==> src/rtl/spn_pkg.sv <==
package spn_pkg;

  localparam logic [7:0] OP_WRITE = 8'h08;
  localparam logic [7:0] OP_CFG   = 8'h09;
  localparam logic [7:0] OP_READ  = 8'h0A;
  localparam logic [7:0] OP_FREAD = 8'h0B;

  // Settings register; field order is fixed by the host protocol.
  typedef struct packed {
    logic       ce_n;
    logic       cle;
    logic       ale;
    logic       fan;
    logic [3:0] led_n;
  } cfg_t;

  localparam cfg_t CFG_RESET = cfg_t'(8'h8F);

  typedef enum logic [2:0] {
    FS_OPC,
    FS_WR,
    FS_CFG,
    FS_RD,
    FS_IGN
  } frame_st_t;

  typedef enum logic [1:0] {
    SB_IDLE,
    SB_SETUP,
    SB_LOW,
    SB_HOLD
  } strobe_st_t;

endpackage

==> src/rtl/spn_spi_rx.sv <==
module spn_spi_rx #(
  parameter int DATA_W      = 8,
  parameter int SYNC_STAGES = 2
) (
  input  logic              clk,
  input  logic              rst_n,
  input  logic              sck_i,
  input  logic              cs_n_i,
  input  logic              mosi_i,
  input  logic              mosi2_i,
  input  logic              dual_i,
  input  logic              tx_load_i,
  input  logic [DATA_W-1:0] tx_byte_i,
  output logic              act_o,
  output logic              byte_done_o,
  output logic              first_bit_o,
  output logic [DATA_W-1:0] rx_byte_o,
  output logic              miso_o
);
  localparam int CNT_W = $clog2(DATA_W + 1);

  logic [SYNC_STAGES-1:0] sck_sy, cs_sy, d0_sy, d1_sy;
  logic sck_s, sck_d, d0_s, d1_s, rise, fall;
  logic [CNT_W-1:0] cnt, step, cnt_nx;
  logic [DATA_W-1:0] sh, sh_nx, tx;

  always_ff @(posedge clk or negedge rst_n) begin
    if (!rst_n) begin
      sck_sy <= '0;
      cs_sy  <= '1;
      d0_sy  <= '0;
      d1_sy  <= '0;
      sck_d  <= 1'b0;
    end else begin
      sck_sy <= {sck_sy[SYNC_STAGES-2:0], sck_i};
      cs_sy  <= {cs_sy[SYNC_STAGES-2:0], cs_n_i};
      d0_sy  <= {d0_sy[SYNC_STAGES-2:0], mosi_i};
      d1_sy  <= {d1_sy[SYNC_STAGES-2:0], mosi2_i};
      sck_d  <= sck_s;
    end
  end

  assign sck_s  = sck_sy[SYNC_STAGES-1];
  assign d0_s   = d0_sy[SYNC_STAGES-1];
  assign d1_s   = d1_sy[SYNC_STAGES-1];
  assign act_o  = ~cs_sy[SYNC_STAGES-1];
  assign rise   = sck_s & ~sck_d;
  assign fall   = ~sck_s & sck_d;
  assign step   = dual_i ? CNT_W'(2) : CNT_W'(1);
  assign cnt_nx = cnt + step;
  assign sh_nx  = dual_i ? {sh[DATA_W-3:0], d0_s, d1_s} : {sh[DATA_W-2:0], d0_s};
  assign miso_o = tx[DATA_W-1];

  always_ff @(posedge clk or negedge rst_n) begin
    if (!rst_n) begin
      cnt         <= '0;
      sh          <= '0;
      tx          <= '0;
      rx_byte_o   <= '0;
      byte_done_o <= 1'b0;
      first_bit_o <= 1'b0;
    end else begin
      byte_done_o <= 1'b0;
      first_bit_o <= 1'b0;
      if (!act_o) begin
        cnt <= '0;
        sh  <= '0;
        tx  <= '0;
      end else begin
        if (rise) begin
          sh          <= sh_nx;
          first_bit_o <= (cnt == '0);
          if (cnt_nx >= CNT_W'(DATA_W)) begin
            cnt         <= '0;
            byte_done_o <= 1'b1;
            rx_byte_o   <= sh_nx;
          end else begin
            cnt <= cnt_nx;
          end
        end
        if (tx_load_i) tx <= tx_byte_i;
        else if (fall && cnt != '0) tx <= {tx[DATA_W-2:0], 1'b0};
      end
    end
  end


  done_in_frame_chk: assert property (@(posedge clk) disable iff (!rst_n)
    byte_done_o |-> $past(act_o));


  idle_miso_low_chk: assert property (@(posedge clk) disable iff (!rst_n)
    $past(!act_o) |-> !miso_o);

endmodule

==> src/rtl/spn_frame_ctl.sv <==
module spn_frame_ctl
  import spn_pkg::*;
#(
  parameter int DATA_W    = 8,
  parameter int SLOW_IDLE = 1,
  parameter int FAST_IDLE = 4
) (
  input  logic              clk,
  input  logic              rst_n,
  input  logic              act_i,
  input  logic              byte_done_i,
  input  logic              first_bit_i,
  input  logic [DATA_W-1:0] rx_byte_i,
  input  logic              dual_sel_i,
  input  logic              rd_done_i,
  input  logic [DATA_W-1:0] rd_data_i,
  output logic              dual_o,
  output logic              wr_req_o,
  output logic [DATA_W-1:0] wr_data_o,
  output logic              rd_req_o,
  output logic              tx_load_o,
  output logic [DATA_W-1:0] tx_byte_o,
  output cfg_t              cfg_o
);
  localparam int IDLE_W = $clog2(FAST_IDLE + 1);

  frame_st_t         state;
  logic [IDLE_W-1:0] idle_left;
  logic              pend, dual_q;
  logic [DATA_W-1:0] pend_data;

  assign dual_o = (state == FS_WR) && dual_q;

  always_ff @(posedge clk or negedge rst_n) begin
    if (!rst_n) begin
      state     <= FS_OPC;
      idle_left <= '0;
      pend      <= 1'b0;
      pend_data <= '0;
      dual_q    <= 1'b0;
      cfg_o     <= CFG_RESET;
      wr_req_o  <= 1'b0;
      wr_data_o <= '0;
      rd_req_o  <= 1'b0;
      tx_load_o <= 1'b0;
      tx_byte_o <= '0;
    end else begin
      wr_req_o  <= 1'b0;
      rd_req_o  <= 1'b0;
      tx_load_o <= 1'b0;
      if (!act_i) begin
        state     <= FS_OPC;
        pend      <= 1'b0;
        dual_q    <= 1'b0;
        idle_left <= '0;
      end else begin
        if (rd_done_i) begin
          tx_load_o <= 1'b1;
          tx_byte_o <= rd_data_i;
        end
        case (state)
          FS_OPC: if (byte_done_i) begin
            case (rx_byte_i[7:0])
              OP_WRITE: begin
                state  <= FS_WR;
                dual_q <= dual_sel_i;
              end
              OP_CFG:  state <= FS_CFG;
              OP_READ: begin
                state     <= FS_RD;
                idle_left <= IDLE_W'(SLOW_IDLE);
              end
              OP_FREAD: begin
                state     <= FS_RD;
                idle_left <= IDLE_W'(FAST_IDLE);
              end
              default: state <= FS_IGN;
            endcase
          end
          FS_WR: begin
            if (first_bit_i && pend) begin
              wr_req_o  <= 1'b1;
              wr_data_o <= pend_data;
              pend      <= 1'b0;
            end
            if (byte_done_i) begin
              pend      <= 1'b1;
              pend_data <= rx_byte_i;
            end
          end
          FS_CFG: if (byte_done_i) begin
            cfg_o <= cfg_t'(rx_byte_i[7:0]);
            state <= FS_IGN;
          end
          FS_RD: if (byte_done_i) begin
            if (idle_left > IDLE_W'(1)) idle_left <= idle_left - IDLE_W'(1);
            else begin
              idle_left <= '0;
              rd_req_o  <= 1'b1;
            end
          end
          default: ;
        endcase
      end
    end
  end


  cfg_on_byte_chk: assert property (@(posedge clk) disable iff (!rst_n)
    (cfg_o != $past(cfg_o)) |-> $past(byte_done_i && act_i));


  wr_after_first_bit_chk: assert property (@(posedge clk) disable iff (!rst_n)
    wr_req_o |-> $past(first_bit_i));

endmodule

==> src/rtl/spn_nand_strobe.sv <==
module spn_nand_strobe
  import spn_pkg::*;
#(
  parameter int DATA_W     = 8,
  parameter int STROBE_CYC = 2
) (
  input  logic              clk,
  input  logic              rst_n,
  input  logic              wr_req_i,
  input  logic [DATA_W-1:0] wr_data_i,
  input  logic              rd_req_i,
  input  logic [DATA_W-1:0] din_i,
  output logic [DATA_W-1:0] dout_o,
  output logic              oe_o,
  output logic              we_n_o,
  output logic              re_n_o,
  output logic              rd_done_o,
  output logic [DATA_W-1:0] rd_data_o
);
  localparam int PW = $clog2(STROBE_CYC + 1);

  strobe_st_t    st;
  logic          is_wr;
  logic [PW-1:0] cnt;

  always_ff @(posedge clk or negedge rst_n) begin
    if (!rst_n) begin
      st        <= SB_IDLE;
      is_wr     <= 1'b0;
      cnt       <= '0;
      dout_o    <= '0;
      oe_o      <= 1'b0;
      we_n_o    <= 1'b1;
      re_n_o    <= 1'b1;
      rd_done_o <= 1'b0;
      rd_data_o <= '0;
    end else begin
      rd_done_o <= 1'b0;
      case (st)
        SB_IDLE: begin
          if (wr_req_i) begin
            st     <= SB_SETUP;
            is_wr  <= 1'b1;
            dout_o <= wr_data_i;
            oe_o   <= 1'b1;
          end else if (rd_req_i) begin
            st    <= SB_SETUP;
            is_wr <= 1'b0;
          end
        end
        SB_SETUP: begin
          st     <= SB_LOW;
          cnt    <= PW'(STROBE_CYC - 1);
          we_n_o <= !is_wr;
          re_n_o <= is_wr;
        end
        SB_LOW: begin
          if (cnt == '0) begin
            st     <= SB_HOLD;
            we_n_o <= 1'b1;
            re_n_o <= 1'b1;
            if (!is_wr) begin
              rd_data_o <= din_i;
              rd_done_o <= 1'b1;
            end
          end else begin
            cnt <= cnt - PW'(1);
          end
        end
        default: begin
          st   <= SB_IDLE;
          oe_o <= 1'b0;
        end
      endcase
    end
  end

  // checker bookkeeping: length of the current write-strobe low phase
  logic [PW:0] we_low_cnt;
  always_ff @(posedge clk or negedge rst_n) begin
    if (!rst_n) we_low_cnt <= '0;
    else if (!we_n_o) we_low_cnt <= we_low_cnt + 1'b1;
    else we_low_cnt <= '0;
  end


  we_width_chk: assert property (@(posedge clk) disable iff (!rst_n)
    $rose(we_n_o) |-> ($past(we_low_cnt) == (PW+1)'(STROBE_CYC - 1)));


  we_data_stable_chk: assert property (@(posedge clk) disable iff (!rst_n)
    (!we_n_o && $past(!we_n_o)) |-> (oe_o && $stable(dout_o)));


  re_no_drive_chk: assert property (@(posedge clk) disable iff (!rst_n)
    !re_n_o |-> !oe_o);


  strobe_excl_chk: assert property (@(posedge clk) disable iff (!rst_n)
    !(!we_n_o && !re_n_o));

endmodule

==> src/rtl/spi_nand_bridge.sv <==
module spi_nand_bridge
  import spn_pkg::*;
#(
  parameter int DATA_W      = 8,
  parameter int SYNC_STAGES = 2,
  parameter int STROBE_CYC  = 2,
  parameter int SLOW_IDLE   = 1,
  parameter int FAST_IDLE   = 4
) (
  input  logic              clk,
  input  logic              rst_n,
  input  logic              spi_sck,
  input  logic              spi_cs_n,
  input  logic              spi_mosi,
  input  logic              spi_mosi2,
  input  logic              dual_lane_en,
  output logic              spi_miso,
  output logic [DATA_W-1:0] nand_dq_out,
  output logic              nand_dq_oe,
  input  logic [DATA_W-1:0] nand_dq_in,
  output logic              nand_we_n,
  output logic              nand_re_n,
  output logic              nand_ce_n,
  output logic              nand_cle,
  output logic              nand_ale,
  input  logic              nand_rb,
  output logic              host_ready,
  output logic              fan_en,
  output logic [3:0]        led_n
);
  logic              act, byte_done, first_bit, dual, tx_load, wr_req, rd_req, rd_done;
  logic [DATA_W-1:0] rx_byte, tx_byte, wr_data, rd_data;
  cfg_t              cfg;

  spn_spi_rx #(.DATA_W(DATA_W), .SYNC_STAGES(SYNC_STAGES)) u_rx (
    .clk(clk), .rst_n(rst_n), .sck_i(spi_sck), .cs_n_i(spi_cs_n),
    .mosi_i(spi_mosi), .mosi2_i(spi_mosi2), .dual_i(dual),
    .tx_load_i(tx_load), .tx_byte_i(tx_byte), .act_o(act),
    .byte_done_o(byte_done), .first_bit_o(first_bit),
    .rx_byte_o(rx_byte), .miso_o(spi_miso)
  );

  spn_frame_ctl #(.DATA_W(DATA_W), .SLOW_IDLE(SLOW_IDLE), .FAST_IDLE(FAST_IDLE)) u_ctl (
    .clk(clk), .rst_n(rst_n), .act_i(act), .byte_done_i(byte_done),
    .first_bit_i(first_bit), .rx_byte_i(rx_byte), .dual_sel_i(dual_lane_en),
    .rd_done_i(rd_done), .rd_data_i(rd_data), .dual_o(dual),
    .wr_req_o(wr_req), .wr_data_o(wr_data), .rd_req_o(rd_req),
    .tx_load_o(tx_load), .tx_byte_o(tx_byte), .cfg_o(cfg)
  );

  spn_nand_strobe #(.DATA_W(DATA_W), .STROBE_CYC(STROBE_CYC)) u_strb (
    .clk(clk), .rst_n(rst_n), .wr_req_i(wr_req), .wr_data_i(wr_data),
    .rd_req_i(rd_req), .din_i(nand_dq_in), .dout_o(nand_dq_out),
    .oe_o(nand_dq_oe), .we_n_o(nand_we_n), .re_n_o(nand_re_n),
    .rd_done_o(rd_done), .rd_data_o(rd_data)
  );

  assign nand_ce_n  = cfg.ce_n;
  assign nand_cle   = cfg.cle;
  assign nand_ale   = cfg.ale;
  assign fan_en     = cfg.fan;
  assign led_n      = cfg.led_n;
  assign host_ready = nand_rb;


  ready_pass_chk: assert property (@(posedge clk) disable iff (!rst_n)
    host_ready == nand_rb);

endmodule

==> config.mk <==
export PLATFORM = sky130hd
export DESIGN_NAME = spi_nand_bridge
export DESIGN_NICKNAME = d
export VERILOG_FILES = /design/src/rtl/spn_pkg.sv /design/src/rtl/spn_spi_rx.sv /design/src/rtl/spn_frame_ctl.sv /design/src/rtl/spn_nand_strobe.sv /design/src/rtl/spi_nand_bridge.sv
export SDC_FILE = /design/constraint.sdc
export NUM_CORES = 1
export LEC_CHECK = 0
export CAP_MARGIN = 20
export CORE_MARGIN = 2
export CORE_UTILIZATION = 60
export DETAILED_ROUTE_END_ITERATION = 6
export PLACE_DENSITY = 0.91
export SLEW_MARGIN = 20
export SYNTH_ARGS = -nofsm -noshare
export SYNTH_HDL_FRONTEND = slang
export SYNTH_HIERARCHICAL = 1
export SYNTH_SLANG_ARGS = --single-unit
==> constraint.sdc <==
create_clock -name clk -period 7.4 [get_ports clk]
set_input_delay 1.48 -clock clk [delete_from_list [all_inputs] [get_ports clk]]
set_output_delay 1.48 -clock clk [all_outputs]
set_load 0.01 [all_outputs]
After elaboration in Yosys (flattened, before gate mapping)
Cells that the tools add are included.
Cells by class
  shift-type cells: 0
  bitwise logic cells: 7
  order comparisons: 2
  reduce and logical (&&, ||, !) cells: 38
  add/subtract/negate cells: 3
  equality and inequality tests: 17
  mux-type cells: 59
  div/mod/pow operators: 0
  multiply operators: 0
Operator list (count)
  $eq 8x4->1 const B: 4
  $mux 8: 4
  $mux 1: 29
  $mux 3: 7
  $reduce_and 3->1: 7
  $pmux 3 s2: 3
  $reduce_and 2->1: 8
  $mux 7: 2
  $reduce_bool 2->1: 7
  $mux 4: 3
  $ne 3x3->1 const B: 4
  $reduce_bool 3->1: 4
  $mux 2: 5
  $pmux 3 s3: 1
  $eq 3x2->1 const B: 2
  $pmux 1 s2: 3
  $pmux 2 s3: 1
  $not 1->1: 5
  $add 4x4->4: 1
  $ge 4x4->1 const B: 1
  $logic_not 2->1: 2
  $logic_not 4->1: 1
  $ne 2x2->1 const B: 2
  $ne 4x2->1 const B: 1
  15 further kinds: 19
Storage, ports and cells
  output and inout port bits: 21
  memory bits (writable): 0
  latch bits: 0
  bits in read-only memories: 0
  memories: 0
  bits in registers: 106

Logic depth before layout (Yosys ltp)
Gate-level depths: netlist (run 1).
  depth in word-level cells: 8
  mapped depth: 10
  depth with buffers taken out: 9

Cells and area by module
Netlist (run 1), hierarchy kept.
Modules (own cells, without submodules)
  spn_frame_ctl: cells an instance 134, times used 1, area each 1836.8 um^2, sequential area each 1082.3 um^2
  spn_spi_rx: cells an instance 124, times used 1, area each 1587.8 um^2, sequential area each 953.4 um^2
  spn_nand_strobe: cells an instance 79, times used 1, area each 1134.8 um^2, sequential area each 628.1 um^2
  spi_nand_bridge: cells an instance 1, times used 1, area each 7.5 um^2, sequential area each 0.0 um^2

Worst setup path before layout (run 1)
No wires, ideal clock.
  kind: input to output
  start: in nand_rb
  end: out host_ready
  slack: 4.321 ns
  cell stages on the path: 1
  buffers on the path: 1
  arrival time: 1.599 ns
  path through: buf_4
RTL lines
  from (decl): line spi_nand_bridge.sv:26  | input logic nand_rb,
  to (decl): line spi_nand_bridge.sv:27  | output logic host_ready,
No word-level cell between the ends.

Worst setup path after layout (run 1)
  start: in nand_rb
  end: out host_ready
No word-level cell between the ends.

==> results of run 1 <==
## cell usage in the layout (no fill, tap or decap), drive strengths merged, types with 2 or more instances in the layout
cell type / instances
mux2: 64
nand2: 16
inv: 19
and2: 2
and3: 3
nand3: 2
a21boi: 3
clkdlybuf4s50: 33
a21oi: 5
a22o: 7
buf: 3
clkinv: 2
nor2: 18
o21ai: 9
dfrtp: 97
nor2b: 4
o22a: 2
clkbuf: 11
mux2i: 12
nor3: 6
nand2b: 2
nand3b: 3
a211oi: 7
or4: 2
o21a: 2
nor4: 2
dfstp: 9
a21o: 2
nor3b: 2
ha: 12
or3b: 3
## metrics by stage
| step | power [mW] | utilization |
|---|---|---|
| finish | 0.991 | 0.710 |
| global route | 1.03 | 0.710 |
| CTS | 1.00 | 0.709 |
| detailed placement | 0.636 | 0.681 |
| global placement | 0.634 | 0.681 |
| floorplan | 0.614 | - |
## worst max-delay path by stage
stage,endpoint,slack (ps),cells past startpoint
global route,u_rx/rx_byte_o[7],4340,8
CTS,host_ready,4440,0
finish,host_ready,4440,0
detailed placement,host_ready,4440,0
floorplan,host_ready,4320,1
global placement,host_ready,4440,0
## state kept, by name, indices dropped and copies added (netlist names), 3 cells and up
signal	flops
u_ctl/idle_left	3
u_rx/rx_byte_o	8
u_strb/dout_o	8
u_rx/tx	8
u_strb/rd_data_o	8
u_ctl/wr_data_o	8
u_rx/cnt	4
u_ctl/cfg_o	8
u_ctl/state	3
u_ctl/tx_byte_o	8
u_rx/sh	7
u_ctl/pend_data	8
## power by group through the flow
stage	logic [mW]	clock network [mW]	registers, mW
5_1_grt	0.0393	0.403	0.592
2_1_floorplan	0.0146	0	0.600
6_report	0.0343	0.367	0.590
4_1_cts	0.0349	0.375	0.590
3_5_place_dp	0.0345	0	0.601
3_3_place_gp	0.0332	0	0.601
## layer usage
layer  vias to the layer above  share of wire
li1                       1272              -
met1                      1415           0.46
met2                        53           0.49
met3                        15          0.032
met4                         0          0.020
met5                         -              0
## cell families (layout without fill, tap and decap cells)
family	count (synthesis)	count (layout)	share of synthesized area
flip-flops	106	106	0.583
AND/OR/NAND/NOR	68	68	0.0896
buffers and inverters	28	70	0.0260
adder cells (fa/ha/maj)	13	13	0.0373
AO/OA/AOI/OAI	47	47	0.0789
multiplexers	76	76	0.185
## area by class of cell
cell class                      instances  area (um^2)
Inverter                               18         67.6
Clock inverter                          5         63.8
Clock buffer                           11          141
Fill cell                             472         2130
Sequential cell                       106         2660
Tap cell                               99          124
Multi-Input combinational cell        204         1780
Timing Repair Buffer                   36          357
==> flow_summary.ini, run 1 <==
[floorplanning]
num_rows = 31
core_area_mm2 = 0.00733
fp.dieH_um = 91.2
num_io_pins = 37
dieWidth_um = 91.2
start_util = 0.623
die_area_mm2 = 0.00833

[sta]
setup_violations = 0
fin_ws_ps = 4440
min_period_over_period = 0.400
hold_ws_ps = 357
slew_headroom = 0.466
finalHoldViolations = 0
setup-tns-final_ps = 0
period_needed_ps = 2960
maxSlewViolCount = 0
fin_skew_ps = 11.4
clock.fmax_ghz = 0.338
rsz0062_at_grt = false
worst_pin_slew_ps = 801

[power_and_ir_drop]
pwr_density_cell_mw_per_mm2 = 191
power_frac_seq = 0.595
p_sw_mw = 0.223
combinationalPowerShare = 0.035
intPower_mw = 0.768
switching_share = 0.225
irDropWorstVdd_uv = 110
p_leak_nw = 2.40
clkPwrFrac = 0.370

[route]
viasPerCell = 5.75
via_count = 2755
drc = 0
routedWlPerCell_um = 15.9
first_iter_violations = 131
first_pass_iters = 4
wl_um = 7610
ant_nets = 0

[global_route]
grtUsageMet2 = 0.316
grt_overflow = 0
antenna_found_initial = 0
use_met3 = 0.0440
track_usage = 0.202
grt_start_max_net_pins = 88
grt_pass1_vias = 2735
grt_pass1_wl_um = 13400
met1_usage = 0.281
top_usage_layer = met2

[yosys]
yosysMostFrequentCell = dfrtp_1
avgSynthCellArea_um2 = 13.5
synth-seq-cells = 106
synth_edf_count = 0
synthTopCellsByArea = dfrtp_1 53%, mux2_2 16%, dfstp_2 5.2%
synth_warnings = 6
ys_seq_area_frac = 0.583
syn-num-nets = 367
netlist_area_mm2 = 0.00457
synth_top_area_share = 0.532
syn_inst = 338
async_reset_ff_frac = 1.00
synth_flop_cell = dfrtp_1
synthDistinctLibCells = 60
yosysTopAreaCell = dfrtp_1
synth_common_cells = 97 x dfrtp_1, 63 x mux2_2, 18 x inv_1

[clock_network]
post_cts_buffers = 0
clock-sinks = 106
numCtsBuffers = 9
cts_resized = 0
clk_latency_ps = 370
cts_tree = built
ctsHoldBuffers = 0
cts_htree_levels = 3
cts-root-buf = clkbuf_8
cts_buffer_depth = 2
clk_pin_slew_ps = 90

[min_path]
hold_depth = 0
hold_end = u_rx/d0_sy[1]
hp-start = u_rx/d0_sy[0]
hold_path.class = flip-flop to flip-flop

[layout]
nNetsFinal = 404
drive_gt1_frac = 0.287
area_growth_syn_to_layout_pct = 13.9
fin_area_mm2 = 0.00520
diodes = 0
finalNonFillerCells = 479

[setup_path]
setup.worst_path.start = nand_rb
timing.rr.start = u_ctl/state[1]
end_kind = output pin
reg2reg_to = u_rx/rx_byte_o[0]
required_ps = 5920
cp-start-kind = input port
rrSetupSlack_ps = 4540
critPathKind = input port to output pin
reg2reg_depth = 8
arrival_ps = 1480
cp_max_fo = 1

[place]
dp.cells = 463
dpl_cell_area_mm2 = 0.00499
dp_slack_ps = 4440
hpwl_um = 5100
portBuffers = 34
finalWeightedCongestion = 0.849

[run_status]
status = finished clean

[flow_run]
drv_cap = 0
No activity file was read; power rests on OpenSTA's default activity.
==> run 2: changes to the inputs <==
--- a/config.mk
+++ b/config.mk
@@ -7,9 +7,9 @@
 export LEC_CHECK = 0
 export CAP_MARGIN = 20
 export CORE_MARGIN = 2
-export CORE_UTILIZATION = 60
+export CORE_UTILIZATION = 52
 export DETAILED_ROUTE_END_ITERATION = 6
-export PLACE_DENSITY = 0.91
+export PLACE_DENSITY = 0.84
 export SLEW_MARGIN = 20
 export SYNTH_ARGS = -nofsm -noshare
 export SYNTH_HDL_FRONTEND = slang
==> constraint.sdc (replaced) <==
create_clock -name clk -period 2.4 [get_ports clk]
set_input_delay 0.48 -clock clk [delete_from_list [all_inputs] [get_ports clk]]
set_output_delay 0.48 -clock clk [all_outputs]
set_load 0.01 [all_outputs]
==> flow_summary.ini, run 2 (synthesis gave the netlist of run 1 again) <==
[run_status]
status = finished clean

[global_route]
track_usage = 0.166
grt_pass1_wl_um = 12900
grt_start_max_net_pins = 66
antenna_found_initial = 0
grt_overflow = 0
grt_pass1_vias = 2783

[sta]
finalHoldViolations = 0
min_period_over_period = 0.948
clock.fmax_ghz = 0.439
setup_violations = 0
maxSlewViolCount = 0
fin_skew_ps = 13.9
setup-tns-final_ps = 0
rsz0062_at_grt = false
slew_headroom = 0.469
period_needed_ps = 2280
worst_pin_slew_ps = 797

[layout]
layout_common_cells = 97 x dfrtp_1, 63 x mux2_2, 33 x clkdlybuf4s50_1, 18 x inv_1, 15 x nand2_1
nNetsFinal = 408
drive_gt1_frac = 0.292
diodes = 0
fillers = 643
area_growth_syn_to_layout_pct = 15.1
final_util = 0.609
final_common_cell = dfrtp_1

[route]
first_iter_violations = 134
ant_nets = 0
drc = 0
viasPerCell = 5.47
via_count = 2692
routedWlPerCell_um = 15.2
first_pass_iters = 4
wl_um = 7480

[floorplanning]
num_rows = 34
dieWidth_um = 97.7
fp.dieH_um = 97.7
die_area_mm2 = 0.00955
start_util = 0.529
core_area_mm2 = 0.00864
num_io_pins = 37

[setup_path]
arrival_ps = 2520
crit_buf_inv = 1
path_delay_family = simple AND/OR/NAND/NOR gates
critPathKind = flip-flop to flip-flop
required_ps = 2640
cp_cell_sequence = nor3b_4 -> and2_1 -> inv_1 -> ha_1 -> a21o_1 -> a32oi_1 -> nor2_4 -> mux2_2
cp_max_fo = 8
critPathMaxStageDelay_ps = 460
cp-start-kind = flip-flop
end_kind = flip-flop
crit_slowest_cell = dfrtp_1

[clock_network]
cts-root-buf = clkbuf_8
clock-sinks = 106
clk_pin_slew_ps = 90
cts_buffer_depth = 2
clk_latency_ps = 370
cts_tree = built
cts_htree_levels = 3
numCtsBuffers = 9

[flow_run]
drv_cap = 0

[min_path]
hold_path.class = flip-flop to flip-flop

[power_and_ir_drop]
irDropWorstVdd_uv = 344
pwr_density_cell_mw_per_mm2 = 574
p_leak_nw = 2.41
design_power_total_mw = 3.02

[place]
hpwl_um = 5220
portBuffers = 34
finalWeightedCongestion = 0.761
## run 2: cell type report
type                    count  area (um^2)  area share
inverters                  18         67.6      0.0129
flip-flops and latches    106         2660       0.507
clock buffers              10          128      0.0243
repair buffers             40          398      0.0757
well taps                 108          135      0.0257
multi-input cells         204         1800       0.342
clock inverters             6         67.6      0.0129
## run 2: worst paths after layout
kind | startpoint | endpoint | slack, ps | cells past startpoint
setup reg to reg | u_ctl/state[1] | u_rx/rx_byte_o[1] | 120 | 8
hold reg to reg | u_rx/d1_sy[0] | u_rx/d1_sy[1] | 360 | 0
hold / removal | u_rx/d1_sy[0] | u_rx/d1_sy[1] | 360 | 0
max in group asynchronous | rst_n | u_strb/re_n_o | 1260 | 3
min in group asynchronous | rst_n | u_strb/rd_data_o[7] | 490 | 2
setup / recovery | u_ctl/state[1] | u_rx/rx_byte_o[1] | 120 | 8
## run 2: through the flow
step                instance area [um^2]  std cells  setup WS, ps  hold slack, ps
floorplan                           4570        338          62.2             184
global placement                    5040        475           195             333
detailed placement                  5040        475          94.7             336
CTS                                 5240        492          70.9             357
global route                        5260        492          30.3             368
finish                              5260        492           124             356
## run 2: what timing repair did
| action | CTS | global route |
|---|---|---|
| endpoints found under the setup margin | 0 | 7 |
| gates resized for setup | 0 | 2 |
| hold endpoints to repair | 12 | 0 |
| buffers inserted | 0 | 0 |
| hold buffers | 1 | 0 |
## run 2: power by group
| group | switching (mW) | internal [mW] | total, mW | leakage [nW] |
|---|---|---|---|---|
| combinational | 0.0627 | 0.0475 | 0.110 | 0.908 |
| clock | 0.601 | 0.487 | 1.09 | 0.0929 |
| sequential | 0.0135 | 1.81 | 1.82 | 1.41 |
## run 2: per-layer routing
metal	part of all wire	global-route usage	wire length, um
met4	0.017	0.0791	125
met5	0	0	0
met3	0.028	0.0288	213
met1	0.46	0.226	3460
met2	0.49	0.264	3680
==> run 3: changes to the inputs <==
--- a/config.mk
+++ b/config.mk
@@ -7,9 +7,9 @@
 export LEC_CHECK = 0
 export CAP_MARGIN = 20
 export CORE_MARGIN = 2
-export CORE_UTILIZATION = 52
+export CORE_UTILIZATION = 58
 export DETAILED_ROUTE_END_ITERATION = 6
-export PLACE_DENSITY = 0.84
+export PLACE_DENSITY = 0.89
 export SLEW_MARGIN = 20
 export SYNTH_ARGS = -nofsm -noshare
 export SYNTH_HDL_FRONTEND = slang
==> constraint.sdc (replaced) <==
create_clock -name clk -period 2.2 [get_ports clk]
set_input_delay 0.44 -clock clk [delete_from_list [all_inputs] [get_ports clk]]
set_output_delay 0.44 -clock clk [all_outputs]
set_load 0.01 [all_outputs]
==> flow_summary.ini, run 3 (synthesis gave the netlist of run 1 again) <==
[run_status]
status = finished clean

[floorplanning]
fp.dieH_um = 92.7
start_util = 0.594
num_rows = 32
dieWidth_um = 92.7
num_io_pins = 37
die_area_mm2 = 0.00860
core_area_mm2 = 0.00769

[clock_network]
clk_latency_ps = 370
cts_buffer_depth = 2
clk_pin_slew_ps = 100
numCtsBuffers = 9
cts-root-buf = clkbuf_8
clock-sinks = 106
cts_htree_levels = 3
cts_tree = built

[setup_path]
timing.rr.start = u_ctl/state[1]
critPathKind = flip-flop to flip-flop
reg2reg_to = u_rx/rx_byte_o[4]
rrSetupSlack_ps = 130
cp-start-kind = flip-flop
reg2reg_depth = 7
end_kind = flip-flop
required_ps = 2460
arrival_ps = 2320
cp_max_fo = 8

[power_and_ir_drop]
combinationalPowerShare = 0.037
switching_share = 0.224
power_frac_seq = 0.595
intPower_mw = 2.59
irDropWorstVdd_uv = 370
p_leak_nw = 2.44
design_power_total_mw = 3.34
p_sw_mw = 0.748
clkPwrFrac = 0.368
pwr_density_cell_mw_per_mm2 = 631

[global_route]
antenna_found_initial = 0
track_usage = 0.200
grt_pass1_wl_um = 13300
grt_overflow = 0
grt_pass1_vias = 2813
grt_start_max_net_pins = 41

[place]
hpwl_um = 5370
portBuffers = 34
dpl_cell_area_mm2 = 0.00507
finalWeightedCongestion = 0.814

[layout]
area_growth_syn_to_layout_pct = 15.9
nNetsFinal = 410
drive_gt1_frac = 0.308
final_common_cell = dfrtp_1
layout_common_cells = 97 x dfrtp_1, 63 x mux2_2, 33 x clkdlybuf4s50_1, 18 x inv_1, 15 x nand2_1
fin_area_mm2 = 0.00529
diodes = 0

[route]
first_iter_violations = 121
viasPerCell = 5.71
wl_um = 7780
first_pass_iters = 4
routedWlPerCell_um = 15.9
via_count = 2787
drc = 0
ant_nets = 0

[sta]
clock.fmax_ghz = 0.483
period_needed_ps = 2070
maxSlewViolCount = 0
setup_violations = 0
fin_skew_ps = 9.47
rsz0062_at_grt = false
setup-tns-final_ps = 0
min_period_over_period = 0.940
slew_headroom = 0.449
finalHoldViolations = 0
worst_pin_slew_ps = 826

[flow_run]
drv_cap = 0

[min_path]
hold_path.class = input port to async pin
[run 3: layout make-up]
cell class              count  area, um^2
well taps                 102         128
clock inverters             6        71.3
flip-flops and latches    106        2660
multi-input cells         204        1800
inverters                  18        67.6
fillers                   541        2390
repair buffers             42         423
clock buffers              10         138
[run 3: critical path, stage by stage (launching register included)]
cell	delay, ps
dfrtp_1	440
nor3b_2	230
and2_4	180
ha_1	240
nand3_1	110
a32oi_2	140
nor2_4	250
mux2_2	370
[run 3: repair_timing]
item,4_1_cts,5_1_grt
buffers inserted,0,1
endpoints found under the setup margin,0,9
resized for setup,0,2
hold buffers,0,0
[run 3: worst max path at each step]
stage,to,start,cells after the start
2_1_floorplan,u_rx/rx_byte_o[0],u_ctl/state[2],9
3_3_place_gp,u_rx/rx_byte_o[5],u_ctl/state[2],8
3_5_place_dp,u_rx/rx_byte_o[4],u_ctl/state[2],8
4_1_cts,u_rx/rx_byte_o[4],u_ctl/state[2],8
5_1_grt,u_rx/rx_byte_o[5],u_ctl/state[1],8
6_report,u_rx/rx_byte_o[4],u_ctl/state[1],7
[run 3: power groups by stage]
stage | clock network [mW] | logic, mW | registers, mW
3_5_place_dp | 0 | 0.125 | 2.02
3_3_place_gp | 0 | 0.120 | 2.02
2_1_floorplan | 0 | 0.0495 | 2.02
6_report | 1.23 | 0.123 | 1.99
4_1_cts | 1.27 | 0.125 | 1.99
5_1_grt | 1.35 | 0.139 | 1.99
[run 3: layer usage]
metal,GRT usage,wire [um],up-vias
li1,-,-,1288
met1,0.250,3400,1427
met2,0.336,3960,59
met3,0.0423,264,13
met4,0.0895,155,0
met5,0,0,-
[run 3: metrics by stage]
step | std cells | hold slack [ps] | utilization | setup slack, ps
after floorplan | 338 | 144 | - | 2.93
after global placement | 471 | 332 | 0.660 | 224
after detailed placement | 471 | 336 | 0.660 | 140
after CTS | 487 | 52.5 | 0.687 | 118
after global routing | 488 | 74.8 | 0.688 | 10.3
final | 488 | 40.8 | 0.688 | 131
